--- config.mk ---
export PLATFORM = sky130hd
export DESIGN_NAME = spi_frame_slave
export DESIGN_NICKNAME = d
export VERILOG_FILES = /design/src/rtl/spi_frame_pkg.sv /design/src/rtl/spi_edge_sync.sv /design/src/rtl/spi_rx_frame.sv /design/src/rtl/spi_tx_status.sv /design/src/rtl/spi_frame_slave.sv
export SDC_FILE = /design/constraint.sdc
export NUM_CORES = 1
export LEC_CHECK = 0
export BUFFER_PORTS_ARGS = -buffer_cell sky130_fd_sc_hd__buf_2
export CORE_MARGIN = 2
export CORE_UTILIZATION = 50
export DETAILED_ROUTE_END_ITERATION = 10
export PLACE_DENSITY = 0.75
export SKIP_CTS_REPAIR_TIMING = 1
export SLEW_MARGIN = 20
export SYNTH_ARGS = -nofsm -noshare
export SYNTH_HDL_FRONTEND = slang
export SYNTH_HIERARCHICAL = 1
export SYNTH_SLANG_ARGS = --single-unit
--- constraint.sdc ---
create_clock -name clk -period 1.8 [get_ports clk]
set_input_delay 0.36 -clock clk [delete_from_list [all_inputs] [get_ports clk]]
set_output_delay 0.36 -clock clk [all_outputs]
set_load 0.1 [all_outputs]
--- src/rtl/spi_frame_pkg.sv ---
package spi_frame_pkg;
  // Edge events of one synchronized input, all in the system clock domain.
  typedef struct packed {
    logic level;
    logic rise;
    logic fall;
  } edge_t;
endpackage

--- src/rtl/spi_edge_sync.sv ---
module spi_edge_sync #(
  parameter int                 WIDTH   = 3,
  parameter int                 STAGES  = 2,
  parameter logic [WIDTH-1:0]   RST_VAL = '0
) (
  input  logic                                 clk,
  input  logic                                 rst_n,
  input  logic [WIDTH-1:0]                     async_i,
  output spi_frame_pkg::edge_t [WIDTH-1:0]     ev_o
);
  for (genvar g = 0; g < WIDTH; g++) begin : g_bit
    // chain[STAGES-1] is the synchronized level; chain[STAGES] is its previous value.
    logic [STAGES:0] chain;
    always_ff @(posedge clk or negedge rst_n) begin
      if (!rst_n) chain <= {(STAGES+1){RST_VAL[g]}};
      else        chain <= {chain[STAGES-1:0], async_i[g]};
    end
    assign ev_o[g].level = chain[STAGES-1];
    assign ev_o[g].rise  = chain[STAGES-1] & ~chain[STAGES];
    assign ev_o[g].fall  = ~chain[STAGES-1] & chain[STAGES];
  end
endmodule

--- src/rtl/spi_rx_frame.sv ---
module spi_rx_frame #(
  parameter int FRAME_W = 16,
  localparam int CNT_W  = $clog2(FRAME_W + 1)
) (
  input  logic               clk,
  input  logic               rst_n,
  input  logic               active,
  input  logic               sck_rise,
  input  logic               cs_rise,
  input  logic               mosi,
  output logic [FRAME_W-1:0] frame_data,
  output logic               frame_commit,
  output logic [CNT_W-1:0]   bit_cnt
);
  localparam logic [CNT_W-1:0] FULL = CNT_W'(FRAME_W);

  logic [FRAME_W-1:0] shift_q;

  always_ff @(posedge clk or negedge rst_n) begin
    if (!rst_n) begin
      shift_q      <= '0;
      bit_cnt      <= '0;
      frame_data   <= '0;
      frame_commit <= 1'b0;
    end else begin
      frame_commit <= 1'b0;
      if (cs_rise) begin
        if (bit_cnt == FULL) begin
          frame_data   <= shift_q;
          frame_commit <= 1'b1;
        end
        bit_cnt <= '0;
      end else if (active && sck_rise && bit_cnt != FULL) begin
        shift_q <= {shift_q[FRAME_W-2:0], mosi};
        bit_cnt <= bit_cnt + 1'b1;
      end
    end
  end
endmodule

--- src/rtl/spi_tx_status.sv ---
module spi_tx_status #(
  parameter int FRAME_W = 16
) (
  input  logic               clk,
  input  logic               rst_n,
  input  logic               active,
  input  logic               sck_rise,
  input  logic               sck_fall,
  input  logic [FRAME_W-1:0] word_i,
  input  logic               flag_i,
  output logic               miso,
  output logic               miso_oe
);
  logic [FRAME_W-1:0] shift_q;
  logic               loaded_q;
  logic               shifted_q;
  logic               bit_q;

  always_ff @(posedge clk or negedge rst_n) begin
    if (!rst_n) begin
      shift_q   <= '0;
      loaded_q  <= 1'b0;
      shifted_q <= 1'b0;
      bit_q     <= 1'b0;
      miso_oe   <= 1'b0;
    end else begin
      miso_oe <= active;
      if (!active) begin
        loaded_q  <= 1'b0;
        shifted_q <= 1'b0;
      end else begin
        if (sck_rise && !loaded_q) begin
          shift_q  <= word_i;
          loaded_q <= 1'b1;
        end
        if (sck_fall && loaded_q) begin
          bit_q     <= shift_q[FRAME_W-1];
          shift_q   <= {shift_q[FRAME_W-2:0], 1'b0};
          shifted_q <= 1'b1;
        end
      end
    end
  end

  // Until the first falling edge the pin carries the live no-fault flag.
  assign miso = shifted_q ? bit_q : flag_i;
endmodule

--- src/rtl/spi_frame_slave.sv ---
module spi_frame_slave #(
  parameter int FRAME_W     = 16,
  parameter int SYNC_STAGES = 2,
  localparam int CNT_W      = $clog2(FRAME_W + 1)
) (
  input  logic               clk,
  input  logic               rst_n,
  input  logic               cs_n,
  input  logic               sck,
  input  logic               mosi,
  output logic               miso,
  output logic               miso_oe,
  input  logic [FRAME_W-1:0] status0_i,
  input  logic [FRAME_W-1:0] status1_i,
  output logic [FRAME_W-1:0] frame_data,
  output logic               frame_commit
);
  import spi_frame_pkg::*;

  localparam int IDX_CS   = 0;
  localparam int IDX_SCK  = 1;
  localparam int IDX_MOSI = 2;

  edge_t [2:0]        ev;
  logic               cs_lvl;
  logic               active;
  logic               no_fault;
  logic [FRAME_W-1:0] word_sel;
  logic [CNT_W-1:0]   rx_cnt;

  spi_edge_sync #(
    .WIDTH   (3),
    .STAGES  (SYNC_STAGES),
    .RST_VAL (3'b001)
  ) u_sync (
    .clk     (clk),
    .rst_n   (rst_n),
    .async_i ({mosi, sck, cs_n}),
    .ev_o    (ev)
  );

  assign cs_lvl   = ev[IDX_CS].level;
  assign active   = ~cs_lvl;
  assign no_fault = ~|(status0_i[FRAME_W-2:1] | status1_i[FRAME_W-2:1]);
  assign word_sel = {(frame_data[0] ? status1_i[FRAME_W-1:1] : status0_i[FRAME_W-1:1]),
                     no_fault};

  spi_rx_frame #(.FRAME_W(FRAME_W)) u_rx (
    .clk          (clk),
    .rst_n        (rst_n),
    .active       (active),
    .sck_rise     (ev[IDX_SCK].rise),
    .cs_rise      (ev[IDX_CS].rise),
    .mosi         (ev[IDX_MOSI].level),
    .frame_data   (frame_data),
    .frame_commit (frame_commit),
    .bit_cnt      (rx_cnt)
  );

  spi_tx_status #(.FRAME_W(FRAME_W)) u_tx (
    .clk      (clk),
    .rst_n    (rst_n),
    .active   (active),
    .sck_rise (ev[IDX_SCK].rise),
    .sck_fall (ev[IDX_SCK].fall),
    .word_i   (word_sel),
    .flag_i   (no_fault),
    .miso     (miso),
    .miso_oe  (miso_oe)
  );
endmodule

# [Yosys cells after proc, flatten, opt, wreduce, memory -nomap -nowiden]
# Cells that the tools add are included.
[word_totals] reg_bits=66 elab_cells=51 output_inout_bits=19 inputBits=37
[op_classes] add_sub_neg=1 n_bitwise=9 eq_ne=2 n_reduce_logical=15 n_mux=12
[op_table] cell="$mux W16" n=2
[op_table] cell="$mux W15" n=1
[op_table] cell="$or A14 B14 Y14" n=1
[op_table] cell="$reduce_or A14 Y1" n=1
[op_table] cell="$mux W5" n=2
[op_table] cell="$reduce_and A2 Y1" n=4
[op_table] cell="$reduce_bool A2 Y1" n=4
[op_table] cell="$mux W1" n=7
[op_table] cell="$add A5 B1 Y5 const B" n=1
[op_table] cell="$eq A5 B5 Y1 const B" n=1
[op_table] cell="$ne A5 B5 Y1 const B" n=1
[op_table] cell="$not A1 Y1" n=5
[op_table] cell="$logic_and A1 B1 Y1" n=4
[op_table] cell="$and A1 B1 Y1" n=3
[op_table] cell="$logic_not A1 Y1" n=2

# [Longest topological paths before layout]
# Gate-level depths: netlist (run 1).
[logic_depth] depth_word=6 mapped_depth=6 ltp_nobuf=5

# [Modules after synthesis]
# Netlist (run 1), hierarchy kept.
[by_module_without_submodules] mod="spi_rx_frame" area_per_inst_um2=1547.7 instances=1 cells_each=102
[by_module_without_submodules] mod="spi_tx_status" area_per_inst_um2=1046.0 instances=1 cells_each=66
[by_module_without_submodules] mod="spi_frame_slave" area_per_inst_um2=300.3 instances=1 cells_each=28
[by_module_without_submodules] mod="spi_edge_sync" area_per_inst_um2=289.0 instances=1 cells_each=18

# [Worst setup path after synthesis (run 1)]
# No wires, ideal clock.
[synth_timing] path_kind="reg2reg" from="reg u_rx.frame_data[0]" to="reg u_tx.shift_q[4]" required_time_ps=1675 arrival_time_ps=2075 stages_incl_launch_ff=6 n_path_buf=2 slack_ps=-400 setup_time_ps=125 path_cell_list="dfrtp_1 -> buf_6 -> buf_12 -> mux2_4 -> mux2_2 -> mux2_2"
[synth_via] elab_chain_cells=3
[synth_rtl] item="start: declaration" line="spi_rx_frame.sv:11" text="output logic [FRAME_W-1:0] frame_data,"
[synth_rtl] item="start signal: assignment" line="spi_rx_frame.sv:29" text="frame_data <= shift_q;"
[synth_rtl] item="$mux W15" line="spi_frame_slave.sv:45" text="assign word_sel = {(frame_data[0] ? status1_i[FRAME_W-1:1] : status0_i[FRAME_W-1:1]),"
[synth_rtl] item="via word_sel[4]" line="spi_frame_slave.sv:28" text="logic [FRAME_W-1:0] word_sel;"
[synth_rtl] item="$mux W16" line="spi_tx_status.sv:32" text="if (sck_rise && !loaded_q) begin"
[synth_rtl] item="$mux W16" line="spi_tx_status.sv:36" text="if (sck_fall && loaded_q) begin"
[synth_rtl] item="end signal: assignment" line="spi_tx_status.sv:33" text="shift_q <= word_i;"
[synth_rtl] item="end signal: assignment" line="spi_tx_status.sv:38" text="shift_q <= {shift_q[FRAME_W-2:0], 1'b0};"
[synth_rtl] item="end: declaration" line="spi_tx_status.sv:14" text="logic [FRAME_W-1:0] shift_q;"
# The timed path passes the listed nets, and every way through them passes these cells. The select of a mux whose other input is x is not followed.
# A chain may end at the register's enable or synchronous reset.

# [Final worst setup path (run 1)]
[layout_timing] from="in status1_i[10]" to="out miso"
[layout_via] elab_chain_cells=4
[layout_rtl] item="start: declaration" line="spi_frame_slave.sv:14" text="input logic [FRAME_W-1:0] status1_i,"
[layout_rtl] item="$or A14 B14 Y14" line="spi_frame_slave.sv:44" text="assign no_fault = ~|(status0_i[FRAME_W-2:1] | status1_i[FRAME_W-2:1]);"
[layout_rtl] item="$reduce_or A14 Y1" line="spi_frame_slave.sv:44"
[layout_rtl] item="$logic_not A1 Y1" line="spi_frame_slave.sv:44"
[layout_rtl] item="via no_fault" line="spi_frame_slave.sv:27" text="logic no_fault;"
[layout_rtl] item="$mux W1" line="spi_tx_status.sv:46" text="assign miso = shifted_q ? bit_q : flag_i;"
[layout_rtl] item="end: declaration" line="spi_frame_slave.sv:11" text="output logic miso,"
# The timed path passes the listed nets, and every way through them passes these cells.

==> impl_metrics.tcl, run 1 <==
set metrics [dict create \
    status "complete, no violations" \
    yosysWarnings 6 \
    syn_nets 248 \
    synthCells 209 \
    hold_violations 0 \
    drcViolationCount 0 \
    gr-total-overflow 0 \
    num_vias 1840 \
    critPathArrivalTime_ps 1400 \
    rows 28 \
    fill_cells 446 \
    die_w_um 83.14 \
    diodes 0 \
    wl_met2_mm 2.532 \
    final_cell_count_no_fill 354 \
    p_leak_nw 1.902 \
    clkTransAtPathRegs_ps 70 \
    syn_avg_cell_area_um2 14.98 \
    grtUsageTotal_pct 16.34 \
    io_buffers 53 \
    postRouteAntennaNets 0 \
    end_kind "output pin" \
    start_util_pct 52.28 \
    power.density_nw_per_um2 949.6 \
    area_growth_pct 22.13 \
    required_ps 1440 \
    clk_latency_ps 340 \
    pin_count 56 \
    numCtsBuffers 9 \
    synth_area_um2 3132 \
    max-vdd-ir-drop_mv 0.8364 \
    nNetsFinal 313 \
    startpoint_type "primary input" \
    place_congestion 0.8346 \
    die_h_um 83.14 \
    fmax_mhz 569.1 \
    die_area_um2 6912 \
    ctsRootBufferMaster "clkbuf_8" \
    highest_layer "met4" \
    cts.path.max_buffers 2 \
    max-cap-violations 0 \
    tightest_slew_ps 499.0 \
    min_path_type "in2reg" \
    grt_pass1_vias 1977 \
    totalWireLength_mm 5.243 \
    regToRegSetupSlack_ps 80 \
    fin_crit_sh_pct 97.62 \
    final_layout_size_suffix_gt1_share_pct 64.16 \
    cts_tree "yes" \
    dr.pass1.iters 4 \
    core_area_um2 5991 \
    path_max_fanout 2 \
    dp_hpwl_mm 3.491 \
    dp_slack_ps -58.92 \
    finalMaxSlewViolations 0 \
    slew_headroom_pct 66.96 \
    power_mw 3.632 \
    routedWlPerCell_um 14.81 \
    htreeDepth 3 \
    antenna_found_initial 0 \
    grt_max_degree 40 \
    clock_skew_ps 10.30 \
    placedCellCount 335 \
    rsz0062_at_grt "true" \
    critical_path_class "in2out" \
    wl_met1_mm 2.402 \
    cts_sinks 66 \
    dr.first_iter.drc_count 66 \
    setup_viol 0 \
    grt_pass1_wl_mm 9.025 \
    fin_crit_ps 1757 \
    wl_met3_um 194 \
    viasPerCell 5.198 \
    layout_setup_ws_ps 42.85 \
]
[cell type report]
class                   count  area [um2]  share of cell area [%]
inverters                   8       30.03                  0.7851
well taps                  75       93.84                   2.453
multi-input cells         125        1411                   36.90
clock inverters             7       101.3                   2.650
repair buffers             64       405.4                   10.60
flip-flops and latches     66        1659                   43.38
clock buffers               9       123.9                   3.238
[worst max-delay path, cell delays in order]
cell	delay, ps
buf_2	120
nor4_4	280
nand4_1	150
nor2_2	150
mux2_4	180
buf_12	160
[worst paths after layout]
path / cells after the start / end / start
worst max-delay path: 6 / miso / status1_i[10]
worst min-delay path: 1 / u_sync/g_bit[0].chain[0]$_DFF_PN1_ / cs_n
worst max register to register: 4 / u_tx/shift_q[10]$_DFFE_PN0P_ / u_sync/g_bit[1].chain[1]$_DFF_PN0_
worst min register to register: 0 / u_sync/g_bit[2].chain[1]$_DFF_PN0_ / u_sync/g_bit[2].chain[0]$_DFF_PN0_
max in group asynchronous: 3 / u_sync/g_bit[0].chain[0]$_DFF_PN1_ / rst_n
min in group asynchronous: 2 / u_tx/shift_q[8]$_DFFE_PN0P_ / rst_n
[registers in the layout (all words and copies together) (netlist names), 5 cells and up]
name and flops:
u_rx/shift_q 16, u_rx/bit_cnt 5, u_rx/frame_data 16, u_tx/shift_q 16
u_sync/g_bit.chain 8
[through the flow]
step / util [%] / area [um2] / hold slack [ps] / TNS, ps
finish: 63.85 / 3825 / 116.4 / 0
global route: 63.85 / 3825 / 89.23 / -40.54
CTS: 62.24 / 3729 / -107.7 / -68.52
detailed placement: 58.48 / 3503 / 264.7 / -58.92
global placement: 58.48 / 3503 / 262.2 / -67.62
floorplan: - / 3143 / 64.41 / -354.6
[cells in the final DEF (no fill, tap or decap)]
| master | count |
|---|---|
| inv_1 | 8 |
| nor4_2 | 2 |
| o32ai_1 | 1 |
| nand2_4 | 2 |
| buf_4 | 7 |
| nor2b_1 | 6 |
| dfrtp_4 | 1 |
| inv_6 | 1 |
| mux2_2 | 49 |
| mux2i_1 | 1 |
| buf_2 | 51 |
| a21oi_4 | 1 |
| dfrtp_1 | 62 |
| clkbuf_4 | 1 |
| nand2b_1 | 2 |
| buf_12 | 4 |
| clkinvlp_4 | 2 |
| mux2_4 | 33 |
| a21oi_1 | 2 |
| dfstp_2 | 3 |
| nor2_1 | 5 |
| o21ai_2 | 1 |
| clkinv_4 | 2 |
| ha_1 | 2 |
| and3_2 | 1 |
| or3_2 | 1 |
| and4bb_4 | 1 |
| nor2_2 | 1 |
| nor4_4 | 3 |
| clkbuf_8 | 9 |
| bufinv_16 | 2 |
| nor3_4 | 1 |
| dlygate4sd3_1 | 1 |
| nand2_1 | 2 |
| nand4_1 | 1 |
| nor4_1 | 2 |
| nand3_1 | 5 |
[power by group]
part	internal, mW	switching [mW]	total (mW)
Combinational	0.296	0.174	0.470
Clock	0.788	0.592	1.38
Sequential	1.66	0.117	1.78
Total	2.75	0.884	3.63
[routing by layer]
metal	vias to the layer above	track usage, %
met5	-	0
met4	0	6.706
met3	12	5.865
met2	33	25.51
met1	922	20.72
li1	873	-
Note: power is estimated with default switching activity, not from simulation.
==> run 2: changes to the inputs <==
--- a/config.mk
+++ b/config.mk
@@ -6,6 +6,7 @@
 export NUM_CORES = 1
 export LEC_CHECK = 0
 export BUFFER_PORTS_ARGS = -buffer_cell sky130_fd_sc_hd__buf_2
+export CORE_ASPECT_RATIO = 1.2
 export CORE_MARGIN = 2
 export CORE_UTILIZATION = 50
 export DETAILED_ROUTE_END_ITERATION = 10
==> run 2 against run 1 <==
Compared with the run above: non-clock buffer count grew 3; total power shrank 1.0%; global-route usage grew 0.31 points; final cell count grew 2.5%; critical path depth is the same; sequential power is essentially flat; highest routed layer unchanged.
==> impl_metrics.tcl, run 2 (synthesis gave the netlist of run 1 again) <==
set metrics [dict create \
    dp_slack_ps -120.9 \
    slowest_delay_ps 300 \
    clock_skew_ps 6.400 \
    antenna_found_initial 0 \
    postRouteAntennaNets 0 \
    diodes 0 \
    pin_count 56 \
    path_cells "buf_2 > nor4_4 > nand4_1 > nor2_2 > mux2_4 > buf_12" \
    required_ps 1440 \
    finalInstanceArea_um2 3842 \
    die_w_um 76.25 \
    max-cap-violations 0 \
    gr-total-overflow 0 \
    numCtsBuffers 9 \
    r2r_cells 6 \
    fmax_mhz 562.0 \
    core_area_um2 6051 \
    die_area_um2 6915 \
    dp_hpwl_mm 3.774 \
    start_util_pct 51.76 \
    fill_cells 476 \
    grtUsageTotal_pct 16.65 \
    clk_latency_ps 330 \
    busiest_layer "met2" \
    die_h_um 90.70 \
    num_vias 1871 \
    area_growth_pct 22.69 \
    min_path_type "in2reg" \
    dr.pass1.iters 4 \
    final_layout_size_suffix_gt1_share_pct 63.35 \
    htreeDepth 3 \
    final_common_cell "dfrtp_1" \
    placedCellCount 346 \
    finish.utilization_pct 63.50 \
    whs_endpoint "u_sync/g_bit[0].chain[0]$_DFF_PN1_" \
    fin_crit_sh_pct 98.85 \
    top_regs "u_rx/frame_data x16, u_rx/shift_q x16, u_tx/shift_q x16" \
    io_buffers 53 \
    grt_pass1_wl_mm 9.101 \
    startpoint_type "primary input" \
    worstHoldPathCells 1 \
    layout_setup_ws_ps 20.65 \
    totalWireLength_mm 5.358 \
    viasPerCell 5.154 \
    status "complete, no violations" \
    min-delay-start "cs_n" \
    ctsRootBufferMaster "clkbuf_8" \
    grt_max_degree 27 \
    use_met3_pct 4.300 \
    r2r-end "u_rx/shift_q[11]$_DFFE_PN0P_" \
    nNetsFinal 316 \
    use_met1_pct 21.27 \
    p_leak_nw 1.911 \
    routedWlPerCell_um 14.76 \
    place_congestion 0.7767 \
    met2_usage_pct 25.96 \
    critPathArrivalTime_ps 1420 \
    rsz0062_at_grt "true" \
    slowest_stage "nor4_4" \
    finalMaxSlewViolations 0 \
    power.density_nw_per_um2 935.6 \
    fin_crit_ps 1779 \
    tightest_slew_ps 496.4 \
    cts_tree "yes" \
    slew_headroom_pct 67.13 \
    placedInstanceArea_um2 3555 \
    hold_violations 0 \
    end_kind "output pin" \
    drcViolationCount 0 \
    grt_pass1_vias 1927 \
    tns_ps 0 \
    clkTransAtPathRegs_ps 60 \
    rows 31 \
    dr.first_iter.drc_count 49 \
    setup_viol 0 \
    max-vdd-ir-drop_mv 0.6384 \
    timing.rr.start "u_rx/bit_cnt[1]$_DFFE_PN0P_" \
    path_max_fanout 2 \
    regToRegSetupSlack_ps 120 \
    final_cell_mix "dfrtp_1, buf_2, mux2_2" \
    cts.path.max_buffers 2 \
    cts_sinks 66 \
    final_cell_count_no_fill 363 \
    critical_path_class "in2out" \
]
run 2: cell types whose count changed in the layout (fill, tap and decap cells not counted), sizes merged:
cell      delta
buf          +3
clkbuf       +4
clkinv       -2
clkinvlp     -2
inv          -1
run 2: per-stage QoR:
step / hold WS (ps) / total power [mW]
finish: 130.0 / 3.595
global route: 117.0 / 3.773
CTS: -42.96 / 3.639
detailed placement: 327.7 / 2.267
global placement: 326.1 / 2.244
floorplan: 64.41 / 2.100
run 2: power by group:
group | leakage [nW] | switching, mW | internal, mW
logic | 0.952 | 0.181 | 0.299
registers | 0.850 | 0.106 | 1.67
clock network | 0.110 | 0.493 | 0.849
total | 1.91 | 0.781 | 2.81
run 2: worst max-delay path by stage:
| stage | slack (ps) | from | depth (start not counted) | endpoint |
|---|---|---|---|---|
| 6_report | 20 | status0_i[10] | 6 | miso |
| 5_1_grt | -60 | status0_i[10] | 6 | miso |
| 4_1_cts | -120 | status0_i[10] | 6 | miso |
| 3_5_place_dp | -120 | status0_i[10] | 6 | miso |
| 3_3_place_gp | -120 | status0_i[10] | 6 | miso |
| 2_1_floorplan | -40 | u_rx/frame_data[0]$_DFFE_PN0P_ | 5 | u_tx/shift_q[10]$_DFFE_PN0P_ |
run 2: worst max-delay path: cells and delay by family:
kind,cells,cell delay (ps)
simple gates,3,580
buf+inv,2,290
mux,1,180
run 2: final cells by class:
class / instances / area (um2) / share of cell area, %
timing repair buffer: 67 / 440.4 / 11.46
inverter: 8 / 30.03 / 0.7815
clock inverter: 2 / 60.06 / 1.563
tap: 82 / 102.6 / 2.670
sequential: 66 / 1659 / 43.18
multi-input combinational: 125 / 1391 / 36.21
clock buffer: 13 / 158.9 / 4.135
run 2: per-layer routing:
layer	routed length, um	part of all wire (%)
met5	0	0
met4	61	1.1
met3	283	5.3
met2	2618	49
met1	2393	45
